File: src/rtl/bridge_pkg.sv
package bridge_pkg;
  typedef enum logic [1:0] {BM_IDLE, BM_REQ, BM_WAIT} bm_state_t;
  localparam logic [7:0] IDX_CMD  = 8'h0C;
  localparam logic [7:0] IDX_STAT = 8'h0F;
  localparam logic [7:0] CMD_WR   = 8'h01;
  localparam logic [7:0] CMD_RD   = 8'h00;
endpackage

File: src/rtl/byte_pairer.sv
module byte_pairer (
  input  logic       clk,
  input  logic       rst,
  input  logic       frame_start,
  input  logic       wr_stb,
  input  logic [7:0] wr_byte,
  input  logic       rd_stb,
  output logic [7:0] idx_q,
  output logic       have_idx,
  output logic       data_wr,
  output logic       rd_req
);
  // a written byte completes a pair only when an index is already held
  assign data_wr = wr_stb && have_idx && !frame_start;
  assign rd_req  = rd_stb && have_idx && !frame_start;

  always_ff @(posedge clk) begin
    if (rst) begin
      idx_q    <= '0;
      have_idx <= 1'b0;
    end else if (frame_start) begin
      have_idx <= 1'b0;
    end else if (wr_stb) begin
      if (!have_idx) begin
        idx_q    <= wr_byte;
        have_idx <= 1'b1;
      end else begin
        have_idx <= 1'b0;
      end
    end else if (rd_stb) begin
      have_idx <= 1'b0;
    end
  end
endmodule

File: src/rtl/stage_regs.sv
module stage_regs #(
  parameter int ADDR_W = 32,
  parameter int DATA_W = 32
) (
  input  logic              clk,
  input  logic              rst,
  input  logic              data_wr,
  input  logic [7:0]        idx,
  input  logic [7:0]        data_byte,
  input  logic              rd_stb,
  input  logic              rd_req,
  input  logic              busy,
  input  logic              rdata_load,
  input  logic [DATA_W-1:0] rdata_in,
  output logic [ADDR_W-1:0] addr_q,
  output logic [DATA_W-1:0] wdata_q,
  output logic [7:0]        rd_byte,
  output logic              rd_valid
);
  import bridge_pkg::*;
  localparam int AB     = ADDR_W / 8;
  localparam int DB     = DATA_W / 8;
  localparam int WD_BASE = AB;
  localparam int RD_BASE = AB + DB;

  logic [DATA_W-1:0] rdata_q;
  logic [7:0]        mux;

  for (genvar b = 0; b < AB; b++) begin : g_addr
    always_ff @(posedge clk) begin
      if (rst) addr_q[8*b +: 8] <= '0;
      else if (data_wr && idx == 8'(b)) addr_q[8*b +: 8] <= data_byte;
    end
  end

  for (genvar b = 0; b < DB; b++) begin : g_wdata
    always_ff @(posedge clk) begin
      if (rst) wdata_q[8*b +: 8] <= '0;
      else if (data_wr && idx == 8'(WD_BASE + b)) wdata_q[8*b +: 8] <= data_byte;
    end
  end

  always_ff @(posedge clk) begin
    if (rst) rdata_q <= '0;
    else if (rdata_load) rdata_q <= rdata_in;
  end

  always_comb begin
    mux = 8'h00;
    for (int b = 0; b < AB; b++)
      if (idx == 8'(b)) mux = addr_q[8*b +: 8];
    for (int b = 0; b < DB; b++) begin
      if (idx == 8'(WD_BASE + b)) mux = wdata_q[8*b +: 8];
      if (idx == 8'(RD_BASE + b)) mux = rdata_q[8*b +: 8];
    end
    if (idx == IDX_STAT) mux = {7'b0, busy};
  end

  always_ff @(posedge clk) begin
    if (rst) begin
      rd_byte  <= '0;
      rd_valid <= 1'b0;
    end else begin
      rd_valid <= rd_stb;
      if (rd_stb) rd_byte <= rd_req ? mux : 8'h00;
    end
  end
endmodule

File: src/rtl/bus_master.sv
module bus_master #(
  parameter int ADDR_W = 32,
  parameter int DATA_W = 32
) (
  input  logic              clk,
  input  logic              rst,
  input  logic              launch,
  input  logic              launch_we,
  input  logic [ADDR_W-1:0] stage_addr,
  input  logic [DATA_W-1:0] stage_wdata,
  input  logic              bus_ready,
  input  logic              bus_ack,
  output logic              bus_valid,
  output logic              bus_we,
  output logic [ADDR_W-1:0] bus_addr,
  output logic [DATA_W-1:0] bus_wdata,
  output logic              busy,
  output logic              rdata_load
);
  import bridge_pkg::*;
  bm_state_t state;

  assign busy       = (state != BM_IDLE);
  assign rdata_load = (state == BM_WAIT) && bus_ack && !bus_we;

  always_ff @(posedge clk) begin
    if (rst) begin
      state     <= BM_IDLE;
      bus_valid <= 1'b0;
      bus_we    <= 1'b0;
      bus_addr  <= '0;
      bus_wdata <= '0;
    end else begin
      case (state)
        BM_IDLE: if (launch) begin
          state     <= BM_REQ;
          bus_valid <= 1'b1;
          bus_we    <= launch_we;
          bus_addr  <= stage_addr;
          bus_wdata <= stage_wdata;
        end
        BM_REQ: if (bus_ready) begin
          state     <= BM_WAIT;
          bus_valid <= 1'b0;
        end
        BM_WAIT: if (bus_ack) state <= BM_IDLE;
        default: state <= BM_IDLE;
      endcase
    end
  end
endmodule

File: src/rtl/idx_word_bridge.sv
module idx_word_bridge #(
  parameter int ADDR_W = 32,
  parameter int DATA_W = 32
) (
  input  logic              clk,
  input  logic              rst,
  input  logic              frame_start,
  input  logic              wr_stb,
  input  logic [7:0]        wr_byte,
  input  logic              rd_stb,
  output logic [7:0]        rd_byte,
  output logic              rd_valid,
  output logic              bus_valid,
  input  logic              bus_ready,
  output logic              bus_we,
  output logic [ADDR_W-1:0] bus_addr,
  output logic [DATA_W-1:0] bus_wdata,
  input  logic [DATA_W-1:0] bus_rdata,
  input  logic              bus_ack
);
  import bridge_pkg::*;

  logic [7:0]        idx_q;
  logic              have_idx, data_wr, rd_req, busy, rdata_load, launch;
  logic [ADDR_W-1:0] addr_q;
  logic [DATA_W-1:0] wdata_q;

  byte_pairer u_pair (
    .clk(clk), .rst(rst), .frame_start(frame_start), .wr_stb(wr_stb),
    .wr_byte(wr_byte), .rd_stb(rd_stb), .idx_q(idx_q), .have_idx(have_idx),
    .data_wr(data_wr), .rd_req(rd_req)
  );

  assign launch = data_wr && (idx_q == IDX_CMD) &&
                  (wr_byte == CMD_WR || wr_byte == CMD_RD);

  stage_regs #(.ADDR_W(ADDR_W), .DATA_W(DATA_W)) u_stage (
    .clk(clk), .rst(rst), .data_wr(data_wr), .idx(idx_q), .data_byte(wr_byte),
    .rd_stb(rd_stb), .rd_req(rd_req), .busy(busy), .rdata_load(rdata_load),
    .rdata_in(bus_rdata), .addr_q(addr_q), .wdata_q(wdata_q),
    .rd_byte(rd_byte), .rd_valid(rd_valid)
  );

  bus_master #(.ADDR_W(ADDR_W), .DATA_W(DATA_W)) u_master (
    .clk(clk), .rst(rst), .launch(launch), .launch_we(wr_byte == CMD_WR),
    .stage_addr(addr_q), .stage_wdata(wdata_q), .bus_ready(bus_ready),
    .bus_ack(bus_ack), .bus_valid(bus_valid), .bus_we(bus_we),
    .bus_addr(bus_addr), .bus_wdata(bus_wdata), .busy(busy),
    .rdata_load(rdata_load)
  );
endmodule

File: config.mk
export PLATFORM = sky130hd
export DESIGN_NAME = idx_word_bridge
export DESIGN_NICKNAME = d
export VERILOG_FILES = /design/src/rtl/bridge_pkg.sv /design/src/rtl/byte_pairer.sv /design/src/rtl/stage_regs.sv /design/src/rtl/bus_master.sv /design/src/rtl/idx_word_bridge.sv
export SDC_FILE = /design/constraint.sdc
export NUM_CORES = 1
export LEC_CHECK = 0
export BUFFER_PORTS_ARGS = -buffer_cell sky130_fd_sc_hd__buf_2
export CAP_MARGIN = 40
export CORE_MARGIN = 5
export CORE_UTILIZATION = 31
export DETAILED_ROUTE_END_ITERATION = 8
export GPL_ROUTABILITY_DRIVEN = 0
export PLACE_DENSITY = 0.55
export RECOVER_POWER = 25
export REMOVE_ABC_BUFFERS = 1
export SYNTH_ARGS = -nofsm -noshare
export SYNTH_HDL_FRONTEND = slang
export SYNTH_SLANG_ARGS = --single-unit
File: constraint.sdc
create_clock -name clk -period 2.1 [get_ports clk]
set_clock_uncertainty 0.2 [all_clocks]
set_input_delay 0.105 -clock clk [delete_from_list [all_inputs] [get_ports clk]]
set_output_delay 0.105 -clock clk [all_outputs]
set_load 0.05 [all_outputs]
### After elaboration in Yosys (flattened, before gate mapping)

Cells that the tools add are included.

| storage, ports and cells | value |
|---|---|
| register bits | 182 |
| logic and storage cells | 93 |
| output and inout port bits | 75 |

| operators by class | value |
|---|---|
| reduce and logical (&&, ||, !) cells | 30 |
| equal/unequal tests | 19 |
| muxes and demuxes | 24 |
| bitwise gates (word level) | 2 |

Operator list:

| operator | count |
|---|---|
| 8-bit 2-to-1 mux | 14 |
| 8-bit by 4-bit equality test with 1-bit output (second input constant) | 6 |
| 8-bit by 3-bit equality test with 1-bit output (second input constant) | 4 |
| 8-bit by 1-bit equality test with 1-bit output (second input constant) | 2 |
| 8-bit by 2-bit equality test with 1-bit output (second input constant) | 2 |
| 1-bit logical AND | 16 |
| 8-bit logical NOT | 2 |
| 3-bit AND reduction | 3 |
| 2-bit 2-to-1 mux | 3 |
| 2-bit inequality test (second input constant) | 3 |
| 2-bit one-hot mux with 3 select lines | 1 |
| 2-bit nonzero test | 3 |
| 1-bit 2-to-1 mux | 5 |
| 2-bit by 1-bit equality test with 1-bit output (second input constant) | 1 |
| 2-bit equality test (second input constant) | 1 |
| 1-bit logical NOT | 2 |
| 2-bit logical NOT | 1 |
| 1-bit inverter | 2 |
| 1-bit one-hot mux with 2 select lines | 1 |
| 2-bit AND reduction | 1 |
| 2-bit OR reduction | 1 |
| 1-bit logical OR | 1 |

### Depth between registers and ports, before layout

| depth | value |
|---|---|
| word-level depth | 15 |
| mapped depth | 8 |
| mapped depth without buffers | 5 |

### By module

A second synthesis with hierarchy kept.

| unflattened totals | value |
|---|---|
| cell total of the unflattened synthesis | 896 |
| area, all modules | 8655.8 sq um |

Modules (own cells, without submodules):

| module | cells each | times used | sequential area each (sq um) | area an instance (sq um) |
|---|---|---|---|---|
| stage_regs | 551 | 1 | 2102.0 | 5084.9 |
| bus_master | 296 | 1 | 1361.3 | 3088.0 |
| byte_pairer | 41 | 1 | 180.2 | 424.2 |
| idx_word_bridge | 8 | 1 | 0.0 | 58.8 |

### Worst setup path before layout

No wires, ideal clock.

| timing path | value |
|---|---|
| path type | register to register |
| start point | register u_pair.idx_q[4] |
| end point | register u_master.bus_we |
| stages on the path, launching flop included | 9 |
| arrival time | 1785 ps |
| library setup time | 132 ps |
| buffers on the path | 3 |
| path slack | -17 ps |
| period minus slack after synthesis | 2117 ps |
| cell sequence | dfxtp_1 -> or4_1 -> buf_4 -> nor3_4 -> nand4_1 -> clkbuf_1 -> buf_2 -> nand2_1 -> a21oi_1 |

| between the ends | value |
|---|---|
| cells in the longest elaborated chain, start to end | 4 |

RTL lines:

| what | RTL line | source |
|---|---|---|
| from (decl) | byte_pairer.sv:8 | `output logic [7:0] idx_q,` |
| from (signal assigned) | byte_pairer.sv:25 | `idx_q <= wr_byte;` |
| 8-bit by 4-bit equality test with 1-bit output | idx_word_bridge.sv:34 | `assign launch = data_wr && (idx_q == IDX_CMD) &&` |
| 1-bit logical AND (2 in series) | idx_word_bridge.sv:34 |  |
| 2-bit AND reduction (no source line) | - |  |
| to (signal assigned) | bus_master.sv:38 | `bus_we <= launch_we;` |
| to (decl) | bus_master.sv:14 | `output logic bus_we,` |

Every way passes these cells.
A chain may end at the register's enable or synchronous reset.

### Worst setup path after layout

| timing path | value |
|---|---|
| start point | register u_pair.idx_q[4] |
| end point | register u_master.bus_addr[17] |

| between the ends | value |
|---|---|
| cells in the longest elaborated chain, start to end | 4 |

RTL lines:

| what | RTL line | source |
|---|---|---|
| 8-bit by 4-bit equality test with 1-bit output | idx_word_bridge.sv:34 |  |
| 1-bit logical AND (2 in series) | idx_word_bridge.sv:34 |  |
| 2-bit AND reduction (no source line) | - |  |
| to (signal assigned) | bus_master.sv:39 | `bus_addr <= stage_addr;` |
| to (decl) | bus_master.sv:15 | `output logic [ADDR_W-1:0] bus_addr,` |

Every way passes these cells.

==> results.py <==
metrics = {
    "synth": {
        "synth_edf_count": 0,
        "synth_area_per_cell_um2": 8.39,
        "ys_seq_elements": 182,
        "synthFlopType": "dfxtp_1",
        "postSynth.asyncResetShare": 0,
        "synth_warnings": 0,
        "synth_area_um2": 7650,
        "seq_area_frac_synth": 0.476,
        "synthCells": 912,
        "synth_cell_type_count": 60,
    },
    "setup_path": {
        "max_stage_delay_ns": 0.57,
        "cp.arrival_ns": 2.25,
        "critPathLaunchType": "flop",
        "path_max_fanout": 29,
        "cp_slowest_cell": "or4_4",
        "required_ns": 2.26,
        "crit_type": "reg -> reg",
        "worstPathCellList": "or4_4, nor3_4, and4_4, buf_12, nand2_1, a21oi_1",
        "worstSetupEndpointType": "flop",
    },
    "power": {
        "power.internal_mw": 5.70,
        "combPwrFrac": 0.073,
        "swShare": 0.232,
        "pwr-share-clk": 0.460,
        "total_power_mw": 7.43,
        "switchingPower_mw": 1.73,
        "p_leak_nw": 3.74,
        "power_density_nw_per_um2": 731,
        "power_frac_seq": 0.468,
        "vdd_drop_max_uv": 558,
    },
    "sta": {
        "period_minus_slack_ns": 2.08,
        "setup_ws_ns": 0.0156,
        "finalSetupViolations": 0,
        "hold_violations": 0,
        "slew_headroom": 0.575,
        "rsz0062_at_grt": "true",
        "drv_slew": 0,
        "max_freq_mhz": 480,
        "whs_ns": 0.0260,
        "worst_pin_slew_ns": 0.632,
        "finalCritPeriodShare": 0.993,
    },
    "global_route": {
        "track_usage": 0.175,
        "grt_start_max_net_pins": 82,
        "first_global_vias": 6821,
        "antenna_found_initial": 0,
        "grt-ovfl-total": 0,
        "grt_pass1_wl_um": 39100,
    },
    "cts": {
        "clockBufferDepth": 2,
        "numCtsBuffers": 17,
        "cts_max_level": 4,
        "cts-root-buf": "clkbuf_16",
        "clk_latency_ns": 0.43,
        "path_clk_slew_ns": 0.07,
        "cts_tree": "done",
        "clkSinkCount": 182,
    },
    "floorplanning": {
        "die_w_um": 167,
        "row_count": 57,
        "initial_core_util": 0.315,
        "die_y_um": 167,
        "die_area_um2": 27900,
        "core_area_um2": 24300,
        "ios": 122,
    },
    "detailed_routing": {
        "drt-initial-drc-count": 457,
        "vias": 7033,
        "drc": 0,
        "wl_um": 24700,
        "ant_nets": 0,
        "dr.pass1.iters": 5,
        "wire_per_inst_um": 17.3,
        "vias_per_cell": 4.91,
    },
    "final_layout": {
        "utilization": 0.418,
        "nets": 1144,
        "final_cell_mix": "210 x nand2_1, 178 x dfxtp_1, 107 x a21oi_1",
        "fillers": 2479,
        "area_delta_synth_final_pct": 32.8,
        "antenna-diode-count": 0,
        "drive_above_1_share": 0.206,
        "final_common_cell": "nand2_1",
        "stdcell_area_um2": 10200,
    },
    "placed_design": {
        "hpwl_um": 17300,
        "portBuffers": 121,
        "place_area_um2": 8970,
        "post-place-ws_ns": -0.146,
    },
    "worst_hold_path": {
        "hold_class": "in -> reg",
    },
    "run_status": {
        "status": "complete, no violations",
    },
    "job": {
        "cap_violations": 0,
    },
}
==> metal layers <==
layer  GRT usage  share of wire  vias to the layer above
li1            -              -                     3486
met4      0.0534          0.016                        0
met2       0.266           0.45                      191
met5           0              0                        -
met1       0.250           0.49                     3331
met3      0.0354          0.050                       25
==> critical path: cells and delay by family, from the launching register on <==
family	cells	cell delay, ns
AND/OR/NAND/NOR	4	1.14
AO/OA/AOI/OAI	1	0.14
buffers and inverters	1	0.19
flip-flops	1	0.34
==> cell usage after synthesis (4+ instances only) <==
| cell type | n | area (µm²) |
|---|---|---|
| a22oi_1 | 7 | 52.6 |
| clkbuf_1 | 47 | 176 |
| nor2_1 | 86 | 323 |
| nand2b_1 | 10 | 62.6 |
| o22ai_1 | 8 | 50.1 |
| buf_1 | 9 | 33.8 |
| o211ai_1 | 4 | 30.0 |
| o21ai_0 | 15 | 75.1 |
| mux2i_1 | 75 | 751 |
| nor4_1 | 6 | 37.5 |
| nand2_1 | 210 | 788 |
| buf_6 | 6 | 67.6 |
| nor2b_1 | 6 | 37.5 |
| mux2_2 | 5 | 56.3 |
| nand3b_1 | 8 | 60.1 |
| nand3_1 | 13 | 65.1 |
| buf_2 | 11 | 55.1 |
| a31oi_1 | 5 | 31.3 |
| dfxtp_1 | 182 | 3640 |
| a21oi_1 | 120 | 601 |
| nor3_1 | 7 | 35.0 |
| inv_1 | 7 | 26.3 |
==> sequential cells by signal, indices dropped and copies added, names as in the netlist <==
signal	cells
u_master.bus_addr	32
u_master.bus_wdata	32
u_stage.addr_q	32
u_stage.rdata_q	32
u_stage.wdata_q	32
u_pair.idx_q	8
u_stage.rd_byte	8
u_master.state	2
u_master.bus_valid	1
u_master.bus_we	1
u_pair.have_idx	1
u_stage.rd_valid	1
==> what timing repair did <==
item | CTS | global route
hold buffers | 46 | 0
hold endpoints to repair | 106 | 0
setup buffers | 0 | 3
cloned | 1 | 0
pin swaps | 0 | 4
resized for setup | 7 | 32
endpoints found under the setup margin | 96 | 93
==> final cells by class <==
class                   count  area (µm²)  share of cell area
clock buffers              17         425              0.0419
clock inverters            14         196              0.0193
inverters                   8        33.8             0.00332
multi-input cells         646        3750               0.369
flip-flops and latches    182        3650               0.359
well taps                 324         405              0.0399
repair buffers            242        1700               0.168
==> power by group through the flow <==
stage                     Combinational, mW  Clock [mW]  Sequential, mW
after floorplan                       0.133           0            3.57
after CTS                             0.515        3.48            3.47
after global routing                  0.580        3.63            3.47
after global placement                0.441           0            3.55
final                                 0.539        3.41            3.47
after detailed placement              0.444           0            3.55
==> stage by stage <==
stage,setup TNS (ns),cells
2_1_floorplan,-169.58,836
3_3_place_gp,-1.87,1353
3_5_place_dp,-2.96,1353
4_1_cts,0,1431
5_1_grt,-3.24,1433
6_report,0,1433
==> path summary, 6_finish.rpt <==
kind / from / endpoint / slack [ns] / cells after the start
worst max-delay path: u_pair.idx_q[4] / u_master.bus_addr[17] / 0.02 / 6
worst min-delay path: wr_byte[5] / u_stage.addr_q[5] / 0.03 / 4
worst max register to register: u_pair.idx_q[4] / u_master.bus_addr[17] / 0.02 / 6
worst min register to register: u_master.bus_addr[4] / u_master.bus_addr[4] / 0.25 / 2
==> kinds of logic after synthesis <==
group	synth area share
AOI/OAI and AO/OA	0.147
xor gates and xnor gates	0.00229
buffers and inverters	0.0504
DFF	0.476
and+or+nand+nor	0.213
muxes	0.111
Note: power is estimated with default switching activity, not from simulation.
